### config.mk
export PLATFORM = sky130hd
export DESIGN_NAME = stack_xfer_seq
export DESIGN_NICKNAME = d
export VERILOG_FILES = /design/src/rtl/stack_xfer_pkg.sv /design/src/rtl/stack_xfer_ctrl.sv /design/src/rtl/stack_xfer_dp.sv /design/src/rtl/stack_xfer_seq.sv
export SDC_FILE = /design/constraint.sdc
export NUM_CORES = 1
export LEC_CHECK = 0
export BUFFER_PORTS_ARGS = -buffer_cell sky130_fd_sc_hd__buf_2
export CORE_UTILIZATION = 24
export CTS_BUF_LIST = sky130_fd_sc_hd__clkbuf_8
export CTS_CLUSTER_SIZE = 40
export DETAILED_ROUTE_END_ITERATION = 8
export GPL_TIMING_DRIVEN = 1
export HOLD_SLACK_MARGIN = 0.15
export SYNTH_ARGS = -nofsm -noshare
export SYNTH_HDL_FRONTEND = slang
export SYNTH_HIERARCHICAL = 1
export SYNTH_SLANG_ARGS = --single-unit
### constraint.sdc
create_clock -name clk -period 2.52 [get_ports clk]
set_input_delay 0.252 -clock clk [delete_from_list [all_inputs] [get_ports clk]]
set_output_delay 0.252 -clock clk [all_outputs]
set_load 0.02 [all_outputs]
### src/rtl/stack_xfer_pkg.sv
package stack_xfer_pkg;
  localparam int DATA_W = 8;
  localparam int PC_W   = 16;

  typedef enum logic [1:0] {CYC_IO = 2'd0, CYC_PUSH = 2'd1, CYC_PULL = 2'd2, CYC_VEC = 2'd3} cycKind_e;
  typedef enum logic [1:0] {XC_EXC, XC_RTI, XC_RTS, XC_RTL} xferClass_e;
  typedef enum logic [1:0] {BS_BANK, BS_HI, BS_LO, BS_FLAGS} byteSel_e;
  typedef enum logic [2:0] {EX_BRK, EX_COP, EX_IRQ, EX_NMI, EX_ABORT} excSrc_e;

  localparam logic [7:0] OPC_BRK = 8'h00;
  localparam logic [7:0] OPC_COP = 8'h02;
  localparam logic [7:0] OPC_RTI = 8'h40;
  localparam logic [7:0] OPC_RTS = 8'h60;
  localparam logic [7:0] OPC_RTL = 8'h6B;

  typedef struct packed {
    logic       load;
    logic       active;
    cycKind_e   kind;
    byteSel_e   sel;
    logic       stkIo;
  } stepCtl_t;

  function automatic logic [PC_W-1:0] vecOf(input logic emu, input excSrc_e src);
    logic [PC_W-1:0] v;
    if (emu) begin
      unique case (src)
        EX_COP:   v = 16'hFFF4;
        EX_NMI:   v = 16'hFFFA;
        EX_ABORT: v = 16'hFFF8;
        default:  v = 16'hFFFE;
      endcase
    end else begin
      unique case (src)
        EX_BRK:   v = 16'hFFE6;
        EX_COP:   v = 16'hFFE4;
        EX_NMI:   v = 16'hFFEA;
        EX_ABORT: v = 16'hFFE8;
        default:  v = 16'hFFEE;
      endcase
    end
    return v;
  endfunction
endpackage

### src/rtl/stack_xfer_ctrl.sv
module stack_xfer_ctrl
  import stack_xfer_pkg::*;
(
  input  logic       clk,
  input  logic       rstN,
  input  logic       start,
  input  logic       reqOk,
  input  xferClass_e cls,
  input  logic       emu,
  output stepCtl_t   ctl,
  output logic       busy,
  output logic       done
);
  typedef enum logic [3:0] {
    ST_IDLE, ST_IO1, ST_IO2, ST_PSH_BANK, ST_PSH_HI, ST_PSH_LO, ST_PSH_FLAGS,
    ST_VEC_LO, ST_VEC_HI, ST_PUL_FLAGS, ST_PUL_LO, ST_PUL_HI, ST_PUL_BANK,
    ST_IO_STK, ST_FIN
  } state_e;

  state_e st, nxt;

  always_comb begin
    nxt = st;
    unique case (st)
      ST_IDLE:      if (start && reqOk) nxt = ST_IO1;
      ST_IO1:       nxt = ST_IO2;
      ST_IO2: begin
        unique case (cls)
          XC_EXC:  nxt = emu ? ST_PSH_HI : ST_PSH_BANK;
          XC_RTI:  nxt = ST_PUL_FLAGS;
          default: nxt = ST_PUL_LO;
        endcase
      end
      ST_PSH_BANK:  nxt = ST_PSH_HI;
      ST_PSH_HI:    nxt = ST_PSH_LO;
      ST_PSH_LO:    nxt = ST_PSH_FLAGS;
      ST_PSH_FLAGS: nxt = ST_VEC_LO;
      ST_VEC_LO:    nxt = ST_VEC_HI;
      ST_VEC_HI:    nxt = ST_FIN;
      ST_PUL_FLAGS: nxt = ST_PUL_LO;
      ST_PUL_LO:    nxt = ST_PUL_HI;
      ST_PUL_HI: begin
        unique case (cls)
          XC_RTI:  nxt = emu ? ST_FIN : ST_PUL_BANK;
          XC_RTS:  nxt = ST_IO_STK;
          default: nxt = ST_PUL_BANK;
        endcase
      end
      ST_PUL_BANK:  nxt = ST_FIN;
      ST_IO_STK:    nxt = ST_FIN;
      default:      nxt = ST_IDLE;
    endcase
  end

  always_ff @(posedge clk or negedge rstN) begin
    if (!rstN) st <= ST_IDLE;
    else       st <= nxt;
  end

  always_comb begin
    ctl        = '0;
    ctl.load   = (st == ST_IDLE) && start && reqOk;
    ctl.active = (st != ST_IDLE) && (st != ST_FIN);
    unique case (st)
      ST_PSH_BANK:  begin ctl.kind = CYC_PUSH; ctl.sel = BS_BANK;  end
      ST_PSH_HI:    begin ctl.kind = CYC_PUSH; ctl.sel = BS_HI;    end
      ST_PSH_LO:    begin ctl.kind = CYC_PUSH; ctl.sel = BS_LO;    end
      ST_PSH_FLAGS: begin ctl.kind = CYC_PUSH; ctl.sel = BS_FLAGS; end
      ST_VEC_LO:    begin ctl.kind = CYC_VEC;  ctl.sel = BS_LO;    end
      ST_VEC_HI:    begin ctl.kind = CYC_VEC;  ctl.sel = BS_HI;    end
      ST_PUL_FLAGS: begin ctl.kind = CYC_PULL; ctl.sel = BS_FLAGS; end
      ST_PUL_LO:    begin ctl.kind = CYC_PULL; ctl.sel = BS_LO;    end
      ST_PUL_HI:    begin ctl.kind = CYC_PULL; ctl.sel = BS_HI;    end
      ST_PUL_BANK:  begin ctl.kind = CYC_PULL; ctl.sel = BS_BANK;  end
      ST_IO_STK:    begin ctl.kind = CYC_IO;   ctl.stkIo = 1'b1;   end
      default:      ctl.kind = CYC_IO;
    endcase
  end

  assign busy = ctl.active;
  assign done = (st == ST_FIN);

  // Checking logic: counts the bus cycles of the current sequence.
  logic [3:0] stepCnt;
  logic [3:0] expLen;
  always_ff @(posedge clk or negedge rstN) begin
    if (!rstN)          stepCnt <= '0;
    else if (ctl.load)  stepCnt <= '0;
    else if (ctl.active) stepCnt <= stepCnt + 4'd1;
  end
  always_comb begin
    unique case (cls)
      XC_EXC:  expLen = emu ? 4'd7 : 4'd8;
      XC_RTI:  expLen = emu ? 4'd5 : 4'd6;
      default: expLen = 4'd5;
    endcase
  end

  AST_SEQ_LENGTH: assert property (@(posedge clk) disable iff (!rstN)
    done |-> stepCnt == expLen);
  AST_DONE_PULSE: assert property (@(posedge clk) disable iff (!rstN)
    done |=> !done && !busy);
endmodule

### src/rtl/stack_xfer_dp.sv
module stack_xfer_dp
  import stack_xfer_pkg::*;
#(
  parameter logic [7:0] STACK_PAGE = 8'h01
) (
  input  logic              clk,
  input  logic              rstN,
  input  stepCtl_t          ctl,
  input  logic [7:0]        opcode,
  input  logic [1:0]        hwReq,
  input  logic              emuIn,
  input  logic [PC_W-1:0]   pcIn,
  input  logic [7:0]        pbrIn,
  input  logic [7:0]        pIn,
  input  logic [PC_W-1:0]   spIn,
  input  logic [DATA_W-1:0] busRdata,
  output logic              reqOk,
  output xferClass_e        cls,
  output logic              emu,
  output logic [23:0]       busAddr,
  output logic              busWe,
  output logic [DATA_W-1:0] busWdata,
  output logic [1:0]        busCycle,
  output logic [PC_W-1:0]   pcOut,
  output logic [7:0]        pbrOut,
  output logic [7:0]        pOut,
  output logic [PC_W-1:0]   spOut
);
  localparam logic [PC_W-1:0] SW_SKIP = 16'd2;

  xferClass_e      clsD;
  excSrc_e         srcD;
  logic            swD;

  always_comb begin
    reqOk = 1'b1;
    clsD  = XC_EXC;
    srcD  = EX_IRQ;
    swD   = 1'b0;
    unique case (hwReq)
      2'd1: srcD = EX_IRQ;
      2'd2: srcD = EX_NMI;
      2'd3: srcD = EX_ABORT;
      default: begin
        unique case (opcode)
          OPC_BRK: begin srcD = EX_BRK; swD = 1'b1; end
          OPC_COP: begin srcD = EX_COP; swD = 1'b1; end
          OPC_RTI: clsD = XC_RTI;
          OPC_RTS: clsD = XC_RTS;
          OPC_RTL: clsD = XC_RTL;
          default: reqOk = 1'b0;
        endcase
      end
    endcase
  end

  logic [PC_W-1:0] pcR, spR, vecPtr;
  logic [7:0]      pbrR, pR, bufLo, bufHi, bufBank, bufFlags;
  logic            swR;

  logic [PC_W-1:0] spInc, spDec, pushPc, pulledPc;
  assign spInc    = emu ? {STACK_PAGE, spR[7:0] + 8'd1} : spR + 16'd1;
  assign spDec    = emu ? {STACK_PAGE, spR[7:0] - 8'd1} : spR - 16'd1;
  assign pushPc   = swR ? pcR + SW_SKIP : pcR;
  assign pulledPc = {bufHi, bufLo};

  always_ff @(posedge clk or negedge rstN) begin
    if (!rstN) begin
      pcR <= '0; spR <= '0; vecPtr <= '0; pbrR <= '0; pR <= '0;
      bufLo <= '0; bufHi <= '0; bufBank <= '0; bufFlags <= '0;
      swR <= 1'b0; emu <= 1'b0; cls <= XC_EXC;
    end else if (ctl.load) begin
      pcR    <= pcIn;
      pbrR   <= pbrIn;
      pR     <= pIn;
      spR    <= emuIn ? {STACK_PAGE, spIn[7:0]} : spIn;
      vecPtr <= vecOf(emuIn, srcD);
      swR    <= swD;
      emu    <= emuIn;
      cls    <= clsD;
    end else if (ctl.active) begin
      unique case (ctl.kind)
        CYC_PUSH: spR <= spDec;
        CYC_PULL: begin
          spR <= spInc;
          unique case (ctl.sel)
            BS_FLAGS: bufFlags <= busRdata;
            BS_LO:    bufLo    <= busRdata;
            BS_HI:    bufHi    <= busRdata;
            default:  bufBank  <= busRdata;
          endcase
        end
        CYC_VEC: begin
          if (ctl.sel == BS_LO) begin
            bufLo  <= busRdata;
            vecPtr <= vecPtr + 16'd1;
          end else begin
            bufHi  <= busRdata;
          end
        end
        default: ;
      endcase
    end
  end

  always_comb begin
    unique case (ctl.kind)
      CYC_PUSH: busAddr = {8'h00, spR};
      CYC_PULL: busAddr = {8'h00, spInc};
      CYC_VEC:  busAddr = {8'h00, vecPtr};
      default:  busAddr = ctl.stkIo ? {8'h00, spR} : {pbrR, pcR};
    endcase
    unique case (ctl.sel)
      BS_BANK: busWdata = pbrR;
      BS_HI:   busWdata = pushPc[15:8];
      BS_LO:   busWdata = pushPc[7:0];
      default: busWdata = pR;
    endcase
  end

  assign busWe    = ctl.active && (ctl.kind == CYC_PUSH);
  assign busCycle = ctl.kind;

  always_comb begin
    spOut = spR;
    unique case (cls)
      XC_EXC: begin pcOut = pulledPc; pbrOut = 8'h00; pOut = pR | 8'h04; end
      XC_RTI: begin pcOut = pulledPc; pbrOut = emu ? pbrR : bufBank; pOut = bufFlags; end
      XC_RTS: begin pcOut = pulledPc + 16'd1; pbrOut = pbrR; pOut = pR; end
      default: begin pcOut = pulledPc + 16'd1; pbrOut = bufBank; pOut = pR; end
    endcase
  end

  AST_STACK_PAGE1: assert property (@(posedge clk) disable iff (!rstN)
    (ctl.active && emu && (ctl.kind == CYC_PUSH || ctl.kind == CYC_PULL))
      |-> busAddr[15:8] == STACK_PAGE);
  AST_VEC_ADJACENT: assert property (@(posedge clk) disable iff (!rstN)
    (ctl.active && ctl.kind == CYC_VEC && ctl.sel == BS_HI)
      |-> busAddr == $past(busAddr) + 24'd1);
  AST_PUSH_DEC: assert property (@(posedge clk) disable iff (!rstN)
    (ctl.active && ctl.kind == CYC_PUSH)
      |=> spR[7:0] == $past(spR[7:0]) - 8'd1);
endmodule

### src/rtl/stack_xfer_seq.sv
module stack_xfer_seq
  import stack_xfer_pkg::*;
#(
  parameter logic [7:0] STACK_PAGE = 8'h01
) (
  input  logic        clk,
  input  logic        rstN,
  input  logic        start,
  input  logic [7:0]  opcode,
  input  logic [1:0]  hwReq,
  input  logic        emuIn,
  input  logic [15:0] pcIn,
  input  logic [7:0]  pbrIn,
  input  logic [7:0]  pIn,
  input  logic [15:0] spIn,
  input  logic [7:0]  busRdata,
  output logic [23:0] busAddr,
  output logic        busWe,
  output logic [7:0]  busWdata,
  output logic [1:0]  busCycle,
  output logic        busy,
  output logic        done,
  output logic [15:0] pcOut,
  output logic [7:0]  pbrOut,
  output logic [7:0]  pOut,
  output logic [15:0] spOut
);
  stepCtl_t   ctl;
  logic       reqOk, emuQ;
  xferClass_e clsQ;

  stack_xfer_ctrl u_ctrl (
    .clk(clk), .rstN(rstN), .start(start), .reqOk(reqOk), .cls(clsQ),
    .emu(emuQ), .ctl(ctl), .busy(busy), .done(done)
  );

  stack_xfer_dp #(.STACK_PAGE(STACK_PAGE)) u_dp (
    .clk(clk), .rstN(rstN), .ctl(ctl), .opcode(opcode), .hwReq(hwReq),
    .emuIn(emuIn), .pcIn(pcIn), .pbrIn(pbrIn), .pIn(pIn), .spIn(spIn),
    .busRdata(busRdata), .reqOk(reqOk), .cls(clsQ), .emu(emuQ),
    .busAddr(busAddr), .busWe(busWe), .busWdata(busWdata), .busCycle(busCycle),
    .pcOut(pcOut), .pbrOut(pbrOut), .pOut(pOut), .spOut(spOut)
  );
endmodule

==> flow_summary.html <==
<table>
<tr><th>Metric</th><th>Value</th></tr>
<tr><th colspan="2">Synthesis</th></tr>
<tr><td>Number of different library cells in the post-synthesis netlist</td><td>77</td></tr>
<tr><td>Synth warn</td><td>6</td></tr>
<tr><td>Proportion of netlist area held by the largest area contributor</td><td>35.1%</td></tr>
<tr><td>Most used DFF post-synth</td><td>sky130_fd_sc_hd__dfrtp_1</td></tr>
<tr><td>Area contributors post-synth</td><td>sky130_fd_sc_hd__dfrtp_1 (35%), sky130_fd_sc_hd__mux2_2 (13%), sky130_fd_sc_hd__xnor2_1 (4.5%), sky130_fd_sc_hd__nand2_1 (3.6%), sky130_fd_sc_hd__o21ai_0 (2.6%)</td></tr>
<tr><td>Share of flip-flops with an asynchronous set or reset</td><td>100%</td></tr>
<tr><td>Syn_area_per_cell</td><td>9.40 µm²</td></tr>
<tr><td>Sequential area share after synthesis</td><td>35.1%</td></tr>
<tr><td>Area of the mapped netlist</td><td>approximately 0.0074 mm²</td></tr>
<tr><td>Number of synthesized register bits</td><td>approximately 100</td></tr>
<tr><td>Number of flops mapped to enable cells by yosys</td><td>0</td></tr>
<tr><td>Number of nets in the synthesized netlist</td><td>between 800 and 900</td></tr>
<tr><td>Post-Syn Instances</td><td>~800</td></tr>
<tr><td>Synth area leader</td><td>sky130_fd_sc_hd__dfrtp_1</td></tr>
<tr><th colspan="2">STA</th></tr>
<tr><td>Count of endpoints failing setup in the final report</td><td>20</td></tr>
<tr><td>Setup slack of the critical path after layout</td><td>-0.167 ns</td></tr>
<tr><td>Final Hold Slack</td><td>~0.17 ns</td></tr>
<tr><td>Highest clock rate</td><td>around 0.37 GHz</td></tr>
<tr><td>Final slew viol count</td><td>0</td></tr>
<tr><td>Tcrit/Tclk final</td><td>107%</td></tr>
<tr><td>Setup repair after global routing missed its margin</td><td>yes</td></tr>
<tr><td>Final Hold Viols</td><td>0</td></tr>
<tr><td>Crit path time final</td><td>2.69 ns</td></tr>
<tr><td>Worst-Margin Slew</td><td>0.620 ns</td></tr>
<tr><td>Layout Skew</td><td>a little under 0.02 ns</td></tr>
<tr><td>Tightest slew margin relative to the limit</td><td>approximately 59%</td></tr>
<tr><th colspan="2">Floorplanning</th></tr>
<tr><td>Placeable Area</td><td>0.0305 mm²</td></tr>
<tr><td>Initial standard-cell utilization of the core</td><td>between 20 and 25%</td></tr>
<tr><td>Chip height</td><td>178 µm</td></tr>
<tr><td>Horizontal die dimension</td><td>178 µm</td></tr>
<tr><td>Total Die Area</td><td>between 0.03 and 0.04 mm²</td></tr>
<tr><td>Number of standard-cell rows in the floorplan</td><td>64</td></tr>
<tr><td>Number of primary I/O pins</td><td>~160</td></tr>
<tr><th colspan="2">Power</th></tr>
<tr><td>Fraction of power consumed by the clock network</td><td>roughly 6.4%</td></tr>
<tr><td>Standby leakage power</td><td>between 4 and 5 nW</td></tr>
<tr><td>Sequential power share</td><td>21.0%</td></tr>
<tr><td>Sw Share</td><td>approximately half</td></tr>
<tr><td>Worst IR drop on VDD</td><td>between 0.7 and 0.8 mV</td></tr>
<tr><td>Internal power of the cells</td><td>slightly below 9 mW</td></tr>
<tr><td>Net Switching</td><td>8.60 mW</td></tr>
<tr><td>Share of total power in combinational logic</td><td>72.6%</td></tr>
<tr><td>Power density cells</td><td>approximately 1600 mW/mm²</td></tr>
<tr><th colspan="2">Route</th></tr>
<tr><td>Via count normalized by instance count</td><td>roughly 5.1</td></tr>
<tr><td>Routed wirelength normalized by instance count</td><td>roughly 19 µm</td></tr>
<tr><td># DRC</td><td>0</td></tr>
<tr><td>Detailed router's first-iteration violation count</td><td>644</td></tr>
<tr><td>Routed WL</td><td>28.0 mm</td></tr>
<tr><td>Total vias in the final route</td><td>around 7500</td></tr>
<tr><td>Initial DRT Pass Iterations</td><td>5</td></tr>
<tr><td>Final ANT Viol Nets</td><td>0</td></tr>
<tr><th colspan="2">Worst setup path</th></tr>
<tr><td>Data arrival time of the critical path</td><td>2.44 ns</td></tr>
<tr><td>Cell with the biggest individual delay on the critical path</td><td>sky130_fd_sc_hd__dfrtp_2</td></tr>
<tr><td>Type of the worst setup path</td><td>flop to primary output</td></tr>
<tr><td>Required time of the critical path</td><td>about 2.3 ns</td></tr>
<tr><td>Maximum net fanout on the critical path</td><td>6</td></tr>
<tr><td>Startpoint type of the worst setup path</td><td>flop</td></tr>
<tr><td>Bufs and invs on worst path</td><td>2</td></tr>
<tr><td>Biggest cell delay along the critical path</td><td>about 0.48 ns</td></tr>
<tr><td>Kind of cell adding the most delay to the critical path</td><td>compound AO/OA/AOI/OAI gates</td></tr>
<tr><td>CP Capture Type</td><td>primary output</td></tr>
<tr><td>CP Cell Sequence</td><td>nor2b_4, a32o_2, nor3b_2, buf_4, nand2b_1, mux2i_2, a21oi_2, a21oi_2, buf_4</td></tr>
<tr><th colspan="2">Global routing</th></tr>
<tr><td>Global-route track usage on met2</td><td>27.0%</td></tr>
<tr><td>M1 GR Usage</td><td>a little under a quarter</td></tr>
<tr><td>Global routing's busiest layer</td><td>met2</td></tr>
<tr><td>Antenna violations before repair</td><td>0</td></tr>
<tr><td>Aggregate global-route resource usage</td><td>~17%</td></tr>
<tr><td>GR met3 Demand/Resource</td><td>roughly 2.1%</td></tr>
<tr><td>Maximum number of pins on one net before global-route repair</td><td>63</td></tr>
<tr><td>Via count of the first global-routing pass</td><td>7031</td></tr>
<tr><td>Global route total overflow</td><td>0</td></tr>
<tr><td>Wire length of the first global-routing pass</td><td>41.4 mm</td></tr>
<tr><th colspan="2">Final layout</th></tr>
<tr><td>Filler cell count</td><td>2991</td></tr>
<tr><td>Area Growth Syn to Fin</td><td>47.5%</td></tr>
<tr><td>Share of final-layout standard cells stronger than drive strength 1</td><td>roughly 46%</td></tr>
<tr><td>Most common cell after layout, fill and taps aside</td><td>sky130_fd_sc_hd__buf_2</td></tr>
<tr><td>Ant. Diodes</td><td>0</td></tr>
<tr><td>Leading cell types in the layout, fill and taps excluded</td><td>sky130_fd_sc_hd__buf_2 (129), sky130_fd_sc_hd__buf_4 (95), sky130_fd_sc_hd__dfrtp_1 (94)</td></tr>
<tr><td>Area occupied by multi-input gates</td><td>0.00499 mm²</td></tr>
<tr><td>Sequential standard cell area</td><td>around 0.0026 mm²</td></tr>
<tr><td>Net count, final</td><td>1145</td></tr>
<tr><th colspan="2">Clocking</th></tr>
<tr><td>Skew-Pair Late Insertion Delay</td><td>around 0.4 ns</td></tr>
<tr><td>Clock sink count</td><td>104</td></tr>
<tr><td>Total clock buffers created by CTS</td><td>9</td></tr>
<tr><td>H-tree depth</td><td>3</td></tr>
<tr><td>CTS tree</td><td>yes</td></tr>
<tr><td>Clock root buffer</td><td>sky130_fd_sc_hd__clkbuf_8</td></tr>
<tr><td>Clock transition at the register clock pins on the worst setup and hold paths after CTS</td><td>between 0.1 and 0.15 ns</td></tr>
<tr><td>Maximum buffer depth of the clock tree</td><td>2</td></tr>
<tr><th colspan="2">Min path</th></tr>
<tr><td>Type of the tightest min-delay check</td><td>input pin to flop</td></tr>
<tr><th colspan="2">Placement</th></tr>
<tr><td>Number of input and output port buffers inserted</td><td>between 150 and 200</td></tr>
<tr><td>Post-detail-place hpwl</td><td>20.4 mm</td></tr>
<tr><td>Last weighted congestion value of the routability-driven placer</td><td>slightly above 0.9</td></tr>
<tr><td>Worst slack at placement</td><td>between 0.05 and 0.06 ns</td></tr>
<tr><th colspan="2">Status</th></tr>
<tr><td>Violated checks</td><td>setup timing</td></tr>
<tr><td>Outcome</td><td>finished with violations</td></tr>
<tr><th colspan="2">Run</th></tr>
<tr><td>Number of max-capacitance violations reported</td><td>0</td></tr>
</table>
-- what timing repair did --
action / CTS / global route
pin swaps: 11 / 29
cloned: 4 / 2
setup buffers: 25 / 17
endpoints found under the setup margin: 24 / 56
endpoints found under the hold margin: 100 / 0
hold buffers: 51 / 0
resized for setup: 107 / 94
-- metal layers --
| layer | vias up | wire (µm) |
|---|---|---|
| li1 | 3433 | - |
| met1 | 3719 | 12400 |
| met2 | 299 | 13200 |
| met3 | 61 | 1440 |
| met4 | 0 | 1020 |
| met5 | - | 0 |
-- power by group through the flow --
stage / clock network, mW / logic [mW] / registers [mW]
5_1_grt: 1.21 / 13.4 / 3.76
4_1_cts: 1.15 / 11.4 / 3.56
6_report: 1.11 / 12.6 / 3.63
2_1_floorplan: 0 / 6.39 / 3.25
3_5_place_dp: 0 / 9.73 / 3.55
3_3_place_gp: 0 / 9.70 / 3.53
-- per-stage QoR --
step                      power, mW  utilization, %  area, µm²  TNS, ns  instances
after global placement         13.2            29.7       9050        0       1353
after CTS                      16.1            34.1      10400    -1.24       1448
after detailed placement       13.3            29.7       9050        0       1353
after global routing           18.3            35.9      10900    -4.32       1466
final                          17.3            35.9      10900    -2.15       1466
after floorplan                9.64               -       7450  -0.0306        789
-- cell usage after synthesis, types with 3 or more instances --
cell	instances
sky130_fd_sc_hd__inv_1	26
sky130_fd_sc_hd__or3_1	4
sky130_fd_sc_hd__and3_1	10
sky130_fd_sc_hd__clkbuf_1	16
sky130_fd_sc_hd__nand2b_1	12
sky130_fd_sc_hd__nor2_1	49
sky130_fd_sc_hd__nor4_2	9
sky130_fd_sc_hd__a211oi_1	5
sky130_fd_sc_hd__a22oi_1	13
sky130_fd_sc_hd__o22ai_1	6
sky130_fd_sc_hd__ha_1	10
sky130_fd_sc_hd__nand4_1	21
sky130_fd_sc_hd__dfrtp_1	104
sky130_fd_sc_hd__xor2_1	20
sky130_fd_sc_hd__a21oi_1	29
sky130_fd_sc_hd__mux4_2	3
sky130_fd_sc_hd__a221oi_1	4
sky130_fd_sc_hd__buf_6	6
sky130_fd_sc_hd__o21ai_1	7
sky130_fd_sc_hd__buf_4	6
sky130_fd_sc_hd__a22o_1	7
sky130_fd_sc_hd__nor3_1	20
sky130_fd_sc_hd__a2bb2oi_1	3
sky130_fd_sc_hd__buf_2	23
sky130_fd_sc_hd__o21bai_1	5
sky130_fd_sc_hd__mux2i_1	14
sky130_fd_sc_hd__nand2_1	71
sky130_fd_sc_hd__nand3_1	21
sky130_fd_sc_hd__nor3b_1	3
sky130_fd_sc_hd__buf_1	6
sky130_fd_sc_hd__mux2_2	86
sky130_fd_sc_hd__a31oi_1	8
sky130_fd_sc_hd__o21ai_0	38
sky130_fd_sc_hd__nor4_1	7
sky130_fd_sc_hd__and4_1	8
sky130_fd_sc_hd__a21o_1	4
sky130_fd_sc_hd__xnor2_1	38
sky130_fd_sc_hd__o211ai_1	3
sky130_fd_sc_hd__nor2b_1	3
sky130_fd_sc_hd__a32oi_1	4
sky130_fd_sc_hd__and2_1	11
-- registers in the layout (all words and copies together) (netlist names), 2 cells and up --
name / flops
u_dp/pcR: 16
u_dp/spOut: 16
u_dp/vecPtr: 16
u_dp/bufBank: 8
u_dp/bufFlags: 8
u_dp/bufHi: 8
u_dp/bufLo: 8
u_dp/pR: 8
u_dp/pbrR: 8
u_ctrl/st: 4
u_dp/cls: 2
-- path summary, 6_finish.rpt --
check | cells after the start | to | start | slack, ns
max in group asynchronous | 3 | u_ctrl/st[0] | rstN | 1.33
worst max register to register | 12 | u_dp/vecPtr[4] | u_ctrl/st[1] | 0.05
worst max-delay path | 9 | busAddr[13] | u_ctrl/st[2] | -0.17
worst min-delay path | 2 | u_dp/bufHi[4] | busRdata[4] | 0.17
min in group asynchronous | 2 | u_dp/bufHi[2] | rstN | 0.39
worst min register to register | 1 | u_dp/bufFlags[4] | u_dp/bufFlags[4] | 0.52
-- layout make-up --
class	count	area share [%]
clock buffer	9	1.13
clock inverter	7	0.777
inverter	26	0.949
multi-input combinational	603	45.6
sequential	104	23.9
tap	396	4.53
timing repair buffer	321	23.2
-- logic make-up after synthesis --
kind of cell	after synthesis	synth area share, %
buffers and inverters	84	5.56
DFF	104	35.1
muxes	104	16.2
AOI/OAI and AO/OA	162	14.8
xor gates and xnor gates	58	6.85
and+or+nand+nor	267	19.8
adders and majority gates	10	1.69
-- worst register-to-register path, cell delays in order, from the launching register on --
cell	delay (ns)
sky130_fd_sc_hd__dfrtp_2	0.49
sky130_fd_sc_hd__buf_4	0.17
sky130_fd_sc_hd__o32ai_4	0.27
sky130_fd_sc_hd__buf_6	0.16
sky130_fd_sc_hd__buf_4	0.12
sky130_fd_sc_hd__buf_4	0.11
sky130_fd_sc_hd__buf_4	0.12
sky130_fd_sc_hd__nand3_2	0.11
sky130_fd_sc_hd__nor2_1	0.13
sky130_fd_sc_hd__buf_4	0.18
sky130_fd_sc_hd__nand4_1	0.16
sky130_fd_sc_hd__xor2_2	0.20
sky130_fd_sc_hd__a21oi_2	0.19
(Power assumes the default switching activity.)
